File: src/rtl/mem_bist_pkg.sv
package mem_bist_pkg;

    typedef enum logic [2:0] {
        ST_IDLE,
        ST_WORD_WR,
        ST_WORD_RD,
        ST_WORD_CMP,
        ST_BYTE_WR,
        ST_BYTE_RD,
        ST_BYTE_CMP,
        ST_FIN
    } bist_state_e;

    localparam int DATA_W = 32;
    localparam int LANES  = DATA_W / 8;

endpackage

File: src/rtl/bist_xorshift.sv
module bist_xorshift
    import mem_bist_pkg::*;
(
    input  logic [DATA_W-1:0] cur,
    output logic [DATA_W-1:0] nxt
);
    localparam int NSTEP = 3;
    localparam int SH [NSTEP] = '{13, 17, 5};
    localparam bit LEFT [NSTEP] = '{1'b1, 1'b0, 1'b1};

    logic [DATA_W-1:0] stage [NSTEP+1];

    assign stage[0] = cur;

    // each step folds a shifted copy of the running value back into it
    for (genvar s = 0; s < NSTEP; s++) begin : g_step
        if (LEFT[s]) begin : g_left
            assign stage[s+1] = stage[s] ^ (stage[s] << SH[s]);
        end else begin : g_right
            assign stage[s+1] = stage[s] ^ (stage[s] >> SH[s]);
        end
    end

    assign nxt = stage[NSTEP];
endmodule

File: src/rtl/bist_lane.sv
module bist_lane
    import mem_bist_pkg::*;
(
    input  logic              clk,
    input  logic              rst_n,
    input  logic              word_wr,
    input  logic              byte_wr,
    input  logic [1:0]        lane_sel,
    input  logic [DATA_W-1:0] word_data,
    input  logic [7:0]        byte_val,
    input  logic [DATA_W-1:0] rdata,
    output logic [LANES-1:0]  wstrb,
    output logic [DATA_W-1:0] wdata,
    output logic [7:0]        rbyte
);
    for (genvar l = 0; l < LANES; l++) begin : g_lane
        assign wstrb[l] = word_wr | (byte_wr && (lane_sel == 2'(l)));
        assign wdata[8*l +: 8] = word_wr ? word_data[8*l +: 8] : byte_val;
    end

    always_comb begin
        rbyte = '0;
        for (int l = 0; l < LANES; l++) begin
            if (lane_sel == 2'(l)) rbyte = rdata[8*l +: 8];
        end
    end

    // a byte write drives exactly one strobe, and on that lane the byte value
    p_byte_one_lane_r5: assert property (@(posedge clk) disable iff (!rst_n)
        byte_wr |-> ($countones(wstrb) == 1) && (wdata[7:0] == byte_val)
                    && (wdata[31:24] == byte_val));
endmodule

File: src/rtl/bist_ctrl.sv
module bist_ctrl
    import mem_bist_pkg::*;
#(
    parameter int MEM_WORDS = 32768,
    parameter int STRIDE    = 256,
    parameter int ROUNDS    = 5,
    parameter int BYTE_SPAN = 128
) (
    input  logic              clk,
    input  logic              rst_n,
    input  logic              start,
    input  logic [DATA_W-1:0] rng_next,
    input  logic [DATA_W-1:0] rdata,
    input  logic [7:0]        rbyte,
    output logic [DATA_W-1:0] rng_cur,
    output logic              acc_en,
    output logic [$clog2(MEM_WORDS)-1:0] acc_addr,
    output logic              word_wr,
    output logic              byte_wr,
    output logic [1:0]        lane_sel,
    output logic [7:0]        byte_val,
    output logic              busy,
    output logic              done,
    output logic              pass,
    output logic              round_ok,
    output logic [$clog2(MEM_WORDS)+1:0] fail_addr,
    output logic              fail_in_bytes
);
    localparam int AW    = $clog2(MEM_WORDS);
    localparam int FA_W  = AW + 2;
    localparam int IDX_W = $clog2(MEM_WORDS + STRIDE) + 1;
    localparam int BI_W  = $clog2(BYTE_SPAN) + 1;
    localparam int RC_W  = $clog2(ROUNDS + 1) + 1;

    typedef struct packed {
        bist_state_e       st;
        logic [RC_W-1:0]   rnd;
        logic [IDX_W-1:0]  idx;
        logic [BI_W-1:0]   boff;
        logic [DATA_W-1:0] rng;
        logic              done;
        logic              pass;
        logic              round_ok;
        logic              fail_ph;
        logic [FA_W-1:0]   fail_addr;
    } ctrl_t;

    ctrl_t q, d;

    logic word_last, byte_last;
    assign word_last = (q.idx + IDX_W'(STRIDE)) >= IDX_W'(MEM_WORDS);
    assign byte_last = (q.boff == BI_W'(BYTE_SPAN - 1));

    always_comb begin
        d = q;
        d.round_ok = 1'b0;
        unique case (q.st)
            ST_IDLE, ST_FIN: begin
                if (start) begin
                    d.st        = ST_WORD_WR;
                    d.rnd       = RC_W'(1);
                    d.idx       = '0;
                    d.boff      = '0;
                    d.rng       = DATA_W'(1);
                    d.done      = 1'b0;
                    d.pass      = 1'b0;
                    d.fail_ph   = 1'b0;
                    d.fail_addr = '0;
                end
            end
            ST_WORD_WR: begin
                d.rng = rng_next;
                if (word_last) begin
                    d.idx = '0;
                    d.rng = DATA_W'(q.rnd);
                    d.st  = ST_WORD_RD;
                end else begin
                    d.idx = q.idx + IDX_W'(STRIDE);
                end
            end
            ST_WORD_RD: d.st = ST_WORD_CMP;
            ST_WORD_CMP: begin
                if (rdata != rng_next) begin
                    d.st        = ST_FIN;
                    d.done      = 1'b1;
                    d.pass      = 1'b0;
                    d.fail_ph   = 1'b0;
                    d.fail_addr = {q.idx[AW-1:0], 2'b00};
                end else if (word_last) begin
                    d.idx      = '0;
                    d.round_ok = 1'b1;
                    if (q.rnd == RC_W'(ROUNDS)) begin
                        d.st   = ST_BYTE_WR;
                        d.boff = '0;
                    end else begin
                        d.rnd = q.rnd + RC_W'(1);
                        d.rng = DATA_W'(q.rnd + RC_W'(1));
                        d.st  = ST_WORD_WR;
                    end
                end else begin
                    d.rng = rng_next;
                    d.idx = q.idx + IDX_W'(STRIDE);
                    d.st  = ST_WORD_RD;
                end
            end
            ST_BYTE_WR: begin
                if (byte_last) begin
                    d.boff = '0;
                    d.st   = ST_BYTE_RD;
                end else begin
                    d.boff = q.boff + BI_W'(1);
                end
            end
            ST_BYTE_RD: d.st = ST_BYTE_CMP;
            ST_BYTE_CMP: begin
                if (rbyte != 8'(q.boff)) begin
                    d.st        = ST_FIN;
                    d.done      = 1'b1;
                    d.pass      = 1'b0;
                    d.fail_ph   = 1'b1;
                    d.fail_addr = FA_W'(q.boff);
                end else if (byte_last) begin
                    d.st   = ST_FIN;
                    d.done = 1'b1;
                    d.pass = 1'b1;
                end else begin
                    d.boff = q.boff + BI_W'(1);
                    d.st   = ST_BYTE_RD;
                end
            end
            default: d.st = ST_IDLE;
        endcase
    end

    always_ff @(posedge clk) begin
        if (!rst_n) begin
            q <= '{st: ST_IDLE, rnd: '0, idx: '0, boff: '0, rng: '0,
                   done: 1'b0, pass: 1'b0, round_ok: 1'b0, fail_ph: 1'b0,
                   fail_addr: '0};
        end else begin
            q <= d;
        end
    end

    logic byte_st;
    assign byte_st  = (q.st == ST_BYTE_WR) || (q.st == ST_BYTE_RD);
    assign acc_en   = (q.st == ST_WORD_WR) || (q.st == ST_WORD_RD) || byte_st;
    assign acc_addr = byte_st ? AW'(q.boff >> 2) : q.idx[AW-1:0];
    assign word_wr  = (q.st == ST_WORD_WR);
    assign byte_wr  = (q.st == ST_BYTE_WR);
    assign lane_sel = q.boff[1:0];
    assign byte_val = 8'(q.boff);
    assign rng_cur  = q.rng;

    assign busy          = (q.st != ST_IDLE) && (q.st != ST_FIN);
    assign done          = q.done;
    assign pass          = q.pass;
    assign round_ok      = q.round_ok;
    assign fail_addr     = q.fail_addr;
    assign fail_in_bytes = q.fail_ph;

    // the round pulse never lasts two cycles
    p_round_pulse_r8: assert property (@(posedge clk) disable iff (!rst_n)
        round_ok |=> !round_ok);

    // results stay frozen until a new start arrives
    p_result_hold_r9: assert property (@(posedge clk) disable iff (!rst_n)
        (done && !start) |=> done && $stable(pass) && $stable(fail_addr)
                             && $stable(fail_in_bytes));

    // a word-phase failure always names a word-aligned byte address
    p_word_fail_aligned_r4: assert property (@(posedge clk) disable iff (!rst_n)
        (done && !pass && !fail_in_bytes) |-> (fail_addr[1:0] == 2'b00));

    // start while busy leaves the engine busy
    p_busy_start_ignored_r9: assert property (@(posedge clk) disable iff (!rst_n)
        (busy && start && !(q.st == ST_BYTE_CMP)
         && !(q.st == ST_WORD_CMP)) |=> busy);
endmodule

File: src/rtl/mem_bist.sv
module mem_bist
    import mem_bist_pkg::*;
#(
    parameter int MEM_WORDS = 32768,
    parameter int STRIDE    = 256,
    parameter int ROUNDS    = 5,
    parameter int BYTE_SPAN = 128
) (
    input  logic                         clk,
    input  logic                         rst_n,
    input  logic                         start,
    output logic                         mem_en,
    output logic [$clog2(MEM_WORDS)-1:0] mem_addr,
    output logic [3:0]                   mem_wstrb,
    output logic [31:0]                  mem_wdata,
    input  logic [31:0]                  mem_rdata,
    output logic                         busy,
    output logic                         done,
    output logic                         pass,
    output logic                         round_ok,
    output logic [$clog2(MEM_WORDS)+1:0] fail_addr,
    output logic                         fail_in_bytes
);
    logic [DATA_W-1:0] rng_cur, rng_next;
    logic              word_wr, byte_wr;
    logic [1:0]        lane_sel;
    logic [7:0]        byte_val, rbyte;

    bist_xorshift i_prng (
        .cur (rng_cur),
        .nxt (rng_next)
    );

    bist_ctrl #(
        .MEM_WORDS (MEM_WORDS),
        .STRIDE    (STRIDE),
        .ROUNDS    (ROUNDS),
        .BYTE_SPAN (BYTE_SPAN)
    ) i_ctrl (
        .clk           (clk),
        .rst_n         (rst_n),
        .start         (start),
        .rng_next      (rng_next),
        .rdata         (mem_rdata),
        .rbyte         (rbyte),
        .rng_cur       (rng_cur),
        .acc_en        (mem_en),
        .acc_addr      (mem_addr),
        .word_wr       (word_wr),
        .byte_wr       (byte_wr),
        .lane_sel      (lane_sel),
        .byte_val      (byte_val),
        .busy          (busy),
        .done          (done),
        .pass          (pass),
        .round_ok      (round_ok),
        .fail_addr     (fail_addr),
        .fail_in_bytes (fail_in_bytes)
    );

    bist_lane i_lane (
        .clk       (clk),
        .rst_n     (rst_n),
        .word_wr   (word_wr),
        .byte_wr   (byte_wr),
        .lane_sel  (lane_sel),
        .word_data (rng_next),
        .byte_val  (byte_val),
        .rdata     (mem_rdata),
        .wstrb     (mem_wstrb),
        .wdata     (mem_wdata),
        .rbyte     (rbyte)
    );

    // an idle engine issues no access and no strobe
    p_idle_quiet_r10: assert property (@(posedge clk) disable iff (!rst_n)
        !busy |-> (!mem_en && (mem_wstrb == 4'b0000)));

    // every read is followed by a cycle with no access
    p_read_gap_r7: assert property (@(posedge clk) disable iff (!rst_n)
        (mem_en && (mem_wstrb == 4'b0000)) |=> !mem_en);

    // a write is only ever issued together with mem_en
    p_strobe_needs_en_r3: assert property (@(posedge clk) disable iff (!rst_n)
        (mem_wstrb != 4'b0000) |-> mem_en);
endmodule

File: config.mk
export PLATFORM = sky130hd
export DESIGN_NAME = mem_bist
export DESIGN_NICKNAME = d
export VERILOG_FILES = /design/src/rtl/mem_bist_pkg.sv /design/src/rtl/bist_xorshift.sv /design/src/rtl/bist_lane.sv /design/src/rtl/bist_ctrl.sv /design/src/rtl/mem_bist.sv
export SDC_FILE = /design/constraint.sdc
export NUM_CORES = 1
export LEC_CHECK = 0
export ABC_CLOCK_PERIOD_IN_PS = 4000
export BUFFER_PORTS_ARGS = -buffer_cell sky130_fd_sc_hd__buf_2
export CORE_AREA = 2 2 120 122
export CTS_BUF_LIST = sky130_fd_sc_hd__clkbuf_2 sky130_fd_sc_hd__clkbuf_4 sky130_fd_sc_hd__clkbuf_8
export CTS_CLUSTER_SIZE = 16
export DETAILED_ROUTE_END_ITERATION = 10
export DIE_AREA = 0 0 122 124
export PLACE_DENSITY_LB_ADDON = 0.25
export SETUP_SLACK_MARGIN = 0.5
export SKIP_CTS_REPAIR_TIMING = 1
export SYNTH_ARGS = -nofsm -noshare
export SYNTH_HDL_FRONTEND = slang
export SYNTH_SLANG_ARGS = --single-unit
File: constraint.sdc
create_clock -name clk -period 4 [get_ports clk]
set_input_delay 0.8 -clock clk [delete_from_list [all_inputs] [get_ports clk]]
set_output_delay 0.8 -clock clk [all_outputs]
set_load 0.05 [all_outputs]
### Word-level counts from Yosys, hierarchy flattened

Cells that the tools add are included.

| word-level totals | value |
|---|---|
| word-level logic and storage cells | 119 |
| input bits | 35 |
| output and inout bits | 74 |
| register bits | 85 |

| operators by class | value |
|---|---|
| eq/ne operators | 28 |
| add/sub/neg operators | 4 |
| mux-type cells | 43 |
| reductions and logical operators | 24 |
| magnitude comparators | 1 |
| bitwise logic cells | 9 |

Operators by type and width:

| cell | number |
|---|---|
| 2-to-1 mux 8 bit | 13 |
| 2-to-1 mux 32 bit | 3 |
| one-hot mux 32 bit (3 select lines) | 1 |
| 2-to-1 mux 66 bit | 1 |
| bitwise XOR 32 bit | 2 |
| 2-to-1 mux 61 bit | 1 |
| 2-to-1 mux 18 bit | 3 |
| one-hot mux 18 bit (3 select lines) | 1 |
| one-hot mux 17 bit (3 select lines) | 1 |
| inequality test 32 bit | 1 |
| one-hot mux 8 bit (4 select lines) | 1 |
| bitwise XOR 32 x 15 -> 32 bit | 1 |
| one-hot mux 3 bit (7 select lines) | 1 |
| 2-to-1 mux 3 bit | 6 |
| adder 17 x 9 -> 17 bit (second input constant) | 1 |
| greater-or-equal comparator 17 x 16 -> 1 bit (second input constant) | 1 |
| 2-to-1 mux 17 bit | 1 |
| 2-to-1 mux 15 bit | 1 |
| inequality test 2 bit (second input constant) | 7 |
| == test 3 bit (second input constant) | 4 |
| AND reduction 4 bit | 3 |
| nonzero test 3 bit | 3 |
| adder 8 x 1 -> 8 bit (second input constant) | 1 |
| == test 8 x 7 -> 1 bit (second input constant) | 1 |
| other kinds (29) | 50 |

### Depth between registers and ports, before layout

Gate-level depths: netlist of the first run.

| logic depth | value |
|---|---|
| depth in word-level cells | 8 |
| depth in mapped cells | 13 |

### By module

From an unflattened synthesis of the first run, not the netlist that was laid out.

| unflattened totals | value |
|---|---|
| cell total of the unflattened synthesis | 702 |
| area total of the unflattened synthesis | 5,856.9 µm² |

By module, submodules not included:

| module | cells an instance | area each (µm²) | times used | seq. area each (µm²) |
|---|---|---|---|---|
| bist_ctrl | 551 | 4,533.1 | 1 | 1,501.4 |
| bist_xorshift | 58 | 769.5 | 1 | 0.0 |
| bist_lane | 93 | 554.3 | 1 | 0.0 |

### Worst setup path before layout of the first run

No wires, ideal clock.

| path | value |
|---|---|
| path kind | reg-to-reg |
| from | reg i_ctrl.q (netlist bit i_ctrl.byte_val[0]) |
| to | reg i_ctrl.q (netlist bit i_ctrl.fail_addr[0]) |
| stages on the path, launching flop included | 14 |
| setup slack | 0.747 ns |
| arrival time | 3.191 ns |
| cells stage by stage | dfxtp_1 -> clkbuf_1 -> inv_1 -> ha_1 -> or2_0 -> clkbuf_1 -> a221oi_1 -> or3_1 -> nand4_1 -> or4_1 -> o2111a_1 -> nor4_4 -> buf_4 -> a22o_1 |

| between the ends | value |
|---|---|
| cells in the longest elaborated chain, start to end | 8 |
| elaborated cells between the ends (all ways) | 13 |
| classes of those cells | eq/ne: 5; mux: 6; reduce/logical: 2 |

RTL lines:

| what | line | text |
|---|---|---|
| from (decl) | bist_ctrl.sv:48 | `ctrl_t q, d;` |
| from (signal assigned) | bist_ctrl.sv:137 | `q <= '{st: ST_IDLE, rnd: '0, idx: '0, boff: '0, rng: '0,` |
| logical NOT 2 bit | bist_lane.sv:24 | `if (lane_sel == 2'(l)) rbyte = rdata[8*l +: 8];` |
| 2-to-1 mux 8 bit (4 in series) | bist_lane.sv:24 |  |
| inequality test 8 bit | bist_ctrl.sv:116 | `if (rbyte != 8'(q.boff)) begin` |
| inequality test 2 x 1 -> 1 bit (no source line) | - |  |
| AND reduction 4 bit (no source line) | - |  |

Parallel ways exist; a longest one is shown, timed or not. The select of a mux whose other input is x is not followed.
A chain may end at the register's enable or synchronous reset.

### Worst setup path in the final report of the first run

| path | value |
|---|---|
| from | reg i_ctrl.q (netlist bit i_ctrl.rng_cur[3]) |
| to | reg i_ctrl.q (netlist bit i_ctrl.byte_val[1]) |

| between the ends | value |
|---|---|
| cells in the longest elaborated chain, start to end | 6 |

RTL lines:

| what | line | text |
|---|---|---|
| bitwise XOR 32 bit | bist_xorshift.sv:18 | `assign stage[s+1] = stage[s] ^ (stage[s] << SH[s]);` |
| bitwise XOR 32 x 15 -> 32 bit | bist_xorshift.sv:20 | `assign stage[s+1] = stage[s] ^ (stage[s] >> SH[s]);` |
| bitwise XOR 32 bit | bist_xorshift.sv:18 |  |
| inequality test 32 bit | bist_ctrl.sv:83 | `if (rdata != rng_next) begin` |
| inequality test 2 bit (no source line) | - |  |
| AND reduction 7 bit (no source line) | - |  |

No other way between the ends.

==> results of run 1 <==
per-layer routing:
metal  part of all wire [%]  wire [µm]  vias up  global-route usage [%]
li1                       -          -     2666                       -
met3                    9.3       1848       52                   5.998
met4                    2.6        515        0                   8.549
met2                     46       9177      342                   43.12
met5                      0          0        -                       0
met1                     42       8399     2769                   34.94
Yosys cell counts, types with 8 or more instances:
cell type   n  area share [%]
nor3_1     13             1.1
dfxtp_1    75              25
xnor2_1    56             8.0
ha_1        8             1.6
a221oi_1    9             1.3
nor2_1     41             2.5
a311o_1    10             1.6
or3_1      10             1.0
a22o_1     15             2.2
and3_1     27             2.8
buf_4      23             2.8
inv_1      26             1.6
and2_1      9            0.92
nand4_1     8            0.82
o21ai_0    29             2.4
a21oi_1    40             3.3
nand3_1    17             1.4
o22ai_1    12             1.2
xnor3_1    24             8.9
nand2_1    56             3.4
clkbuf_1   35             2.2
o22ai_2    10             2.1
a31oi_1     8            0.82
xor2_1     21             3.0
cells in the final DEF, fill, tap and decap left out, types with 10 or more instances in the layout:
cell type,instances
buf_2,104
dfxtp_1,73
nand2_1,56
xnor2_1,56
nor2_1,40
a21oi_1,40
o21ai_0,29
and3_1,27
inv_1,26
xnor3_1,24
buf_4,24
xor2_1,21
nand3_1,17
a22o_1,15
nor3_1,13
o22ai_1,12
or3_1,10
a311o_1,10
o22ai_2,10
clkbuf_8,10
registers in the layout, summed over array words and instances (netlist names):
signal,count
i_ctrl.byte_val,8
i_ctrl.done,1
i_ctrl.fail_addr,15
i_ctrl.fail_in_bytes,1
i_ctrl.pass,1
i_ctrl.q,16
i_ctrl.rng_cur,32
i_ctrl.round_ok,1
metrics by stage:
step                util [%]  worst slack [ps]  std cells  power (mW)  hold WS (ps)
floorplan                  -             746.9        701       3.884         443.7
CTS                    50.32             168.3        959       5.520         469.2
finish                 50.60             527.8        959       5.562         466.8
global route           50.60             452.5        959       5.843         495.3
global placement       48.80             213.8        943       4.832         431.5
detailed placement     48.80             197.9        943       4.861         447.6
worst max-delay path by stage:
stage / slack, ps / to / startpoint / depth (start not counted)
global route: 450 / i_ctrl.byte_val[1]$_SDFFE_PN0P_ / i_ctrl.rng_cur[3]$_SDFFE_PN0P_ / 9
detailed placement: 200 / i_ctrl.byte_val[1]$_SDFFE_PN0P_ / i_ctrl.byte_val[1]$_SDFFE_PN0P_ / 10
finish: 530 / i_ctrl.byte_val[1]$_SDFFE_PN0P_ / i_ctrl.rng_cur[3]$_SDFFE_PN0P_ / 9
floorplan: 750 / i_ctrl.fail_addr[0]$_SDFFE_PN0P_ / i_ctrl.byte_val[0]$_SDFFE_PN0P_ / 13
global placement: 210 / i_ctrl.byte_val[1]$_SDFFE_PN0P_ / i_ctrl.byte_val[1]$_SDFFE_PN0P_ / 10
CTS: 170 / i_ctrl.byte_val[1]$_SDFFE_PN0P_ / i_ctrl.byte_val[1]$_SDFFE_PN0P_ / 10
cell type report:
class | instances | share of cell area (%)
clock buffer | 10 | 1.983
clock inverter | 6 | 1.027
inverter | 26 | 1.406
multi-input combinational | 533 | 60.29
sequential | 75 | 21.67
tap | 180 | 3.244
timing repair buffer | 129 | 10.38
power groups by stage:
| stage | Combinational (mW) | Sequential, mW | Clock (mW) |
|---|---|---|---|
| final | 3.90 | 1.01 | 0.644 |
| after global routing | 4.13 | 1.03 | 0.683 |
| after CTS | 3.86 | 1.01 | 0.653 |
| after detailed placement | 3.83 | 1.03 | 0 |
| after global placement | 3.81 | 1.02 | 0 |
| after floorplan | 2.91 | 0.970 | 0 |
cell families (layout without fill, tap and decap cells):
family	Yosys count	count (layout)	share of synthesized area, %
AND/OR/NAND/NOR	219	219	19.07
AO/OA/AOI/OAI	183	183	22.17
XOR/XNOR	114	114	24.10
buffers and inverters	93	171	7.493
flip-flops	75	75	24.64
adder cells (fa/ha/maj)	8	8	1.642
multiplexers	5	5	0.8212
other	1	4	0.06153
==> out/metrics.csv, run 1 <==
metric;value;unit
cts_root_buf;clkbuf_8;
powerDensity;801.2;mW/mm²
ios;109;
grt_pass1_wl;30.48;mm
worst-path-buf-inv;1;
slew_headroom;44.88;%
max_freq;0.2880;GHz
cts_buffers;9;
ys_types;72;
ys_seq_area_share;24.64;%
fillers;1379;
leakagePower;2.934;nW
via_per_inst;6.078;
dieWidth;122;µm
final_layout_size_suffix_gt1_share;25.16;%
cp_common_cell;xnor3_1;
nets;817;
die_h;124;µm
crit_required;4320;ps
num_rows;43;
place_area;0.006695;mm²
ys_seq_elements;75;
drt_iter0_drc;773;
critical_path.max_stage_delay;580;ps
drt_wl_total;19.94;mm
grt_pass1_vias;5449;
p_sw;3.042;mW
r2r_setup_slack;530;ps
r2r-end;i_ctrl.byte_val[1]$_SDFFE_PN0P_;
grt_max_degree;32;
drcViolationCount;0;
finalHoldViolations;0;
seqCellArea;0.001504;mm²
insertion_delay;390;ps
crit_type;reg -> reg;
max-vdd-ir-drop;0.5890;mV
fin_skew;17.28;ps
yosys_warnings;0;
seqPwrFrac;18.2;%
rsz0062_at_grt;true;
cp.arrival;3790;ps
final_antenna_net_count;0;
initial_utilization;44.42;%
grt_usage;26.50;%
min_period;3472;ps
grt-ovfl-total;0;
stdcell_area;0.006942;mm²
min_period_over_period;86.80;%
hpwlAfterDp;15.03;mm
hold_end;i_ctrl.fail_in_bytes$_SDFFE_PN0P_;
core;0.01372;mm²
synth_enable_flop_cells;0;
dieArea;0.01513;mm²
hold_depth;1;
synthCells;698;
portBuffers;104;
synth_area;0.006095;mm²
first_pass_iters;5;
switching_share;54.70;%
holdCritStartpoint;i_ctrl.fail_in_bytes$_SDFFE_PN0P_;
worstReg2RegStart;i_ctrl.rng_cur[3]$_SDFFE_PN0P_;
setup_viol;0;
multiInputGateArea;0.004185;mm²
tightest_slew;826.9;ps
htreeDepth;3;
reg2reg_depth;9;
critPathMaxFanout;7;
cell_internal_pwr;2.519;mW
status;finished clean;
layout-area-overhead-vs-synth;13.90;%
clkPwrFrac;11.6;%
vias;5829;
crit_chain;xnor3_1 -> xnor3_1 -> xor2_1 -> o211ai_1 -> or4_1 -> buf_4 -> o31ai_2 -> and3_1 -> mux2i_1;
ctsLongestPathBuffers;2;
clock_sinks;75;
finalMaxSlewViolations;0;
grt_antenna_before_repair;0;
tns;0;ps
cp_slowest_cell;or4_1;
place.gp.congestion;1.032;
critPathCaptureType;register;
cts_tree;built;
async_flop_share;0;%
ys.flop_type;dfxtp_1;
wl_per_cell;20.79;µm
clk_pin_slew;90;ps
critPathTopFamily;XOR/XNOR gates;
combinationalPowerShare;70.2;%
cap_viol_max_count;0;
num_antenna_cells;0;
synth.avg_cell_area;8.732;µm²
start_kind;register;
min_path_type;reg -> reg;
(Power assumes the default switching activity.)
==> run 2, diff against run 1 <==
--- a/config.mk
+++ b/config.mk
@@ -20 +20,2 @@
 export SYNTH_SLANG_ARGS = --single-unit
+export TNS_END_PERCENT = 20
--- a/constraint.sdc
+++ b/constraint.sdc
@@ -3,2 +3,2 @@
 set_output_delay 0.8 -clock clk [all_outputs]
-set_load 0.05 [all_outputs]
+set_load 0.005 [all_outputs]
==> out/metrics.csv, run 2 (synthesized netlist as in run 1, its figures left out) <==
metric;value;unit
status;finished clean;
wl_per_cell;20.53;µm
critPathCaptureType;register;
fin_total_pwr;4.681;mW
reg2reg_depth;9;
critPathTopFamily;XOR/XNOR gates;
drcViolationCount;0;
finalMaxSlewViolations;0;
grt_usage;26.08;%
first_pass_iters;6;
cp.arrival;3780;ps
dieArea;0.01513;mm²
slew_headroom;34.60;%
clkPwrFrac;12.4;%
largest_reg_flops;32;
min_period_over_period;86.10;%
drt_wl_total;19.62;mm
grt_antenna_before_repair;0;
max-vdd-ir-drop;0.4016;mV
final_cell_mix;buf_2 (104), dfxtp_1 (70), nand2_1 (56), xnor2_1 (56);
nets;814;
combinationalPowerShare;65.4;%
num_antenna_cells;0;
switching_share;48.70;%
grt_max_degree;26;
clk_pin_slew;90;ps
rsz0062_at_grt;true;
final_layout_size_suffix_gt1_share;25.00;%
num_rows;43;
dieWidth;122;µm
drt_iter0_drc;757;
cts_tree;built;
r2r-end;i_ctrl.rng_cur[26]$_SDFFE_PN0P_;
setup_viol;0;
critical_path.max_stage_delay;580;ps
portBuffers;104;
tns;0;ps
fin_skew;11.66;ps
r2r_setup_slack;560;ps
finalHoldViolations;0;
fillers;1337;
grt-ovfl-total;0;
final_util;50.06;%
worstReg2RegStart;i_ctrl.rng_cur[28]$_SDFFE_PN0P_;
seqPwrFrac;22.2;%
crit_type;reg -> reg;
crit_chain;xor3_1 -> xnor3_1 -> xor2_1 -> nand4_1 -> or4_1 -> o31a_1 -> buf_4 -> nor3_1 -> a311o_1;
critPathMaxFanout;17;
core;0.01372;mm²
stdcell_area;0.006868;mm²
grt_pass1_vias;5429;
cts_buffers;9;
insertion_delay;390;ps
cap_viol_max_count;0;
hold_end;i_ctrl.fail_in_bytes$_SDFFE_PN0P_;
grt_pass1_wl;29.77;mm
hold_depth;1;
min_period;3444;ps
crit_required;4330;ps
tightest_slew;976.4;ps
ctsLongestPathBuffers;2;
worst-path-buf-inv;1;
p_sw;2.280;mW
place_area;0.006660;mm²
place.gp.congestion;1.007;
die_h;124;µm
ios;109;
start_kind;register;
layout-area-overhead-vs-synth;12.69;%
cp_slowest_cell;or4_1;
max_freq;0.2904;GHz
htreeDepth;3;
cell_internal_pwr;2.402;mW
clock_sinks;75;
via_per_inst;6.029;
mostFrequentLayoutCell;buf_2;
vias;5764;
initial_utilization;44.42;%
holdCritStartpoint;i_ctrl.fail_in_bytes$_SDFFE_PN0P_;
cts_root_buf;clkbuf_8;
min_path_type;reg -> reg;
powerDensity;681.6;mW/mm²
hpwlAfterDp;14.81;mm
final_antenna_net_count;0;
leakagePower;2.890;nW
## run 2: changes by cell type in the layout (fill, tap and decap cells not counted), sizes merged
cell,before,now
inv,28,30
clkbuf,10,9
bufinv,1,0
buf,129,126
## run 2: per-layer routing
layer | routed length (µm) | global-route usage, % | vias to the layer above | share of wire [%]
li1 | - | - | 2648 | -
met1 | 8298 | 34.35 | 2755 | 42
met2 | 9096 | 41.79 | 321 | 46
met3 | 1674 | 6.181 | 40 | 8.5
met4 | 553 | 9.411 | 0 | 2.8
met5 | 0 | 0 | - | 0
## run 2: worst max-delay path by stage
stage | cells after the start | from | slack, ps | end
2_1_floorplan | 13 | i_ctrl.byte_val[0]$_SDFFE_PN0P_ | 750 | i_ctrl.fail_addr[0]$_SDFFE_PN0P_
3_3_place_gp | 10 | i_ctrl.byte_val[1]$_SDFFE_PN0P_ | 500 | i_ctrl.byte_val[4]$_SDFFE_PN0P_
3_5_place_dp | 10 | i_ctrl.byte_val[1]$_SDFFE_PN0P_ | 430 | i_ctrl.byte_val[4]$_SDFFE_PN0P_
4_1_cts | 10 | i_ctrl.byte_val[1]$_SDFFE_PN0P_ | 380 | i_ctrl.byte_val[4]$_SDFFE_PN0P_
5_1_grt | 9 | i_ctrl.rng_cur[28]$_SDFFE_PN0P_ | 450 | i_ctrl.rng_cur[26]$_SDFFE_PN0P_
6_report | 9 | i_ctrl.rng_cur[28]$_SDFFE_PN0P_ | 560 | i_ctrl.rng_cur[26]$_SDFFE_PN0P_
## run 2: worst register-to-register path, delay by kind of cell, from the launching register on
family          cells  cell delay [ps]
compound gates      2              620
xor+xnor            3             1070
buf+inv             1              310
flops               1              430
simple gates        3              970
## run 2: power groups by stage
stage / logic (mW) / clock network (mW) / registers, mW
2_1_floorplan: 2.18 / 0 / 0.941
3_5_place_dp: 2.99 / 0 / 1.05
3_3_place_gp: 2.98 / 0 / 1.04
6_report: 3.06 / 0.581 / 1.04
5_1_grt: 3.29 / 0.618 / 1.06
4_1_cts: 3.01 / 0.588 / 1.03
## run 2: area by class of cell
type	count	area (µm²)	area share, %
multi-input cells	533	4170	60.72
flip-flops and latches	75	1508	21.95
repair buffers	126	685.7	9.984
clock buffers	9	123.9	1.804
inverters	26	97.59	1.421
clock inverters	7	57.56	0.8380
well taps	180	225.2	3.279
## run 2: through the flow
| stage | hold slack [ps] | cells | worst slack (ps) |
|---|---|---|---|
| floorplan | 443.7 | 701 | 746.9 |
| global placement | 432.9 | 940 | 502.5 |
| detailed placement | 435.5 | 940 | 425.8 |
| CTS | 456.1 | 956 | 378.1 |
| global route | 492.7 | 956 | 447.8 |
| finish | 451.1 | 956 | 555.9 |
==> run 3, diff against run 2 <==
REMOVE_ABC_BUFFERS = 1   (was default)
==> out/metrics.csv, run 3 (synthesized netlist as in run 1, its figures left out) <==
metric;value;unit
ios;109;
num_rows;43;
wl_per_cell;20.91;µm
dieWidth;122;µm
leakagePower;2.920;nW
slew_headroom;34.34;%
tightest_slew;980.3;ps
initial_utilization;44.42;%
grt_pass1_vias;5265;
vias;5745;
ctsLongestPathBuffers;2;
min_path_type;reg -> reg;
stdcell_area;0.006920;mm²
rsz0062_at_grt;true;
cp_slowest_cell;xnor3_1;
fillers;1312;
htreeDepth;3;
cts_buffers;9;
largest_reg_flops;32;
dieArea;0.01513;mm²
cap_viol_max_count;0;
insertion_delay;400;ps
clk_pin_slew;100;ps
clock_sinks;75;
num_antenna_cells;0;
min_period_over_period;86.58;%
critical_path.max_stage_delay;510;ps
critPathCaptureType;register;
crit_type;reg -> reg;
hpwlAfterDp;15.08;mm
place_area;0.006653;mm²
place.gp.congestion;1.032;
core;0.01372;mm²
min_period;3463;ps
final_cell_mix;buf_2 (104), dfxtp_1 (73), nand2_1 (56), xnor2_1 (55);
grt-ovfl-total;0;
start_kind;register;
fin_skew;18.50;ps
crit_chain;xnor3_1 -> xnor2_1 -> xnor2_1 -> nor4_1 -> and3_1 -> a31o_2 -> nand2_2 -> a311o_1;
critPathMaxFanout;16;
cp_common_cell;xnor2_1;
drt_wl_total;19.97;mm
layout-area-overhead-vs-synth;13.55;%
die_h;124;µm
drcViolationCount;0;
setup_viol;0;
final_antenna_net_count;0;
mostFrequentLayoutCell;buf_2;
first_pass_iters;5;
grt_antenna_before_repair;0;
via_per_inst;6.016;
tns;0;ps
status;finished clean;
crit_required;4280;ps
powerDensity;694.6;mW/mm²
max_freq;0.2888;GHz
grt_pass1_wl;30.04;mm
drt_iter0_drc;540;
cts_tree;built;
grt_max_degree;26;
nets;813;
final_layout_size_suffix_gt1_share;24.39;%
finalMaxSlewViolations;0;
cts_root_buf;clkbuf_8;
cp.arrival;3740;ps
grt_usage;26.43;%
portBuffers;104;
finalHoldViolations;0;
max-vdd-ir-drop;0.2279;mV
[run 3: cell count changes in the layout (fill, tap and decap cells not counted), moves of 2 or more]
cell        delta
clkinv_4       +2
dfxtp_2        -3
bufinv_16      +2
clkinvlp_4     -2
dfxtp_1        +3
[run 3: stage by stage]
step                instances  hold WS [ps]  power (mW)  setup WS (ps)  utilization, %
floorplan                 634         451.1       3.029          639.5               -
global placement          939         428.0       4.008          341.2           48.49
detailed placement        939         443.2       4.026          326.3           48.49
CTS                       955         464.3       4.746          310.3           50.17
global route              955         480.1       5.072          428.6           50.44
finish                    955         463.3       4.807          537.0           50.44
[run 3: area by class of cell]
class	instances	area [µm²]	area share, %
multi-input combinational	533	4185	60.48
sequential	75	1504	21.73
timing repair buffer	125	678.2	9.799
tap	180	225.2	3.254
clock buffer	9	123.9	1.790
clock inverter	7	106.4	1.537
inverter	26	97.59	1.410
[run 3: power breakdown]
part           internal (mW)  switching, mW  leakage, nW
logic                   1.31           1.76         2.20
registers              0.842          0.183        0.607
clock network          0.362          0.352        0.116
[run 3: path summary, 6_finish.rpt]
kind              slack, ps  cells after the start                         startpoint                           endpoint
setup / recovery        540                      8    i_ctrl.rng_cur[29]$_SDFFE_PN0P_     i_ctrl.rng_cur[9]$_SDFFE_PN0P_
hold reg to reg         460                      1  i_ctrl.fail_in_bytes$_SDFFE_PN0P_  i_ctrl.fail_in_bytes$_SDFFE_PN0P_
setup reg to reg        540                      8    i_ctrl.rng_cur[29]$_SDFFE_PN0P_     i_ctrl.rng_cur[9]$_SDFFE_PN0P_
hold / removal          460                      1  i_ctrl.fail_in_bytes$_SDFFE_PN0P_  i_ctrl.fail_in_bytes$_SDFFE_PN0P_
[run 3: worst max-delay path, delay by kind of cell, from the launching register on]
| family | cells | cell delay (ps) |
|---|---|---|
| AOI/OAI and AO/OA | 2 | 750 |
| xor gates and xnor gates | 3 | 1050 |
| DFF | 1 | 440 |
| and+or+nand+nor | 3 | 1100 |
[run 3: metal layers]
metal | part of all wire [%] | up-vias | track usage, %
met5 | 0 | - | 0
met3 | 8.0 | 40 | 5.082
li1 | - | 2664 | -
met1 | 44 | 2785 | 35.83
met4 | 2.9 | 0 | 9.986
met2 | 46 | 256 | 41.79
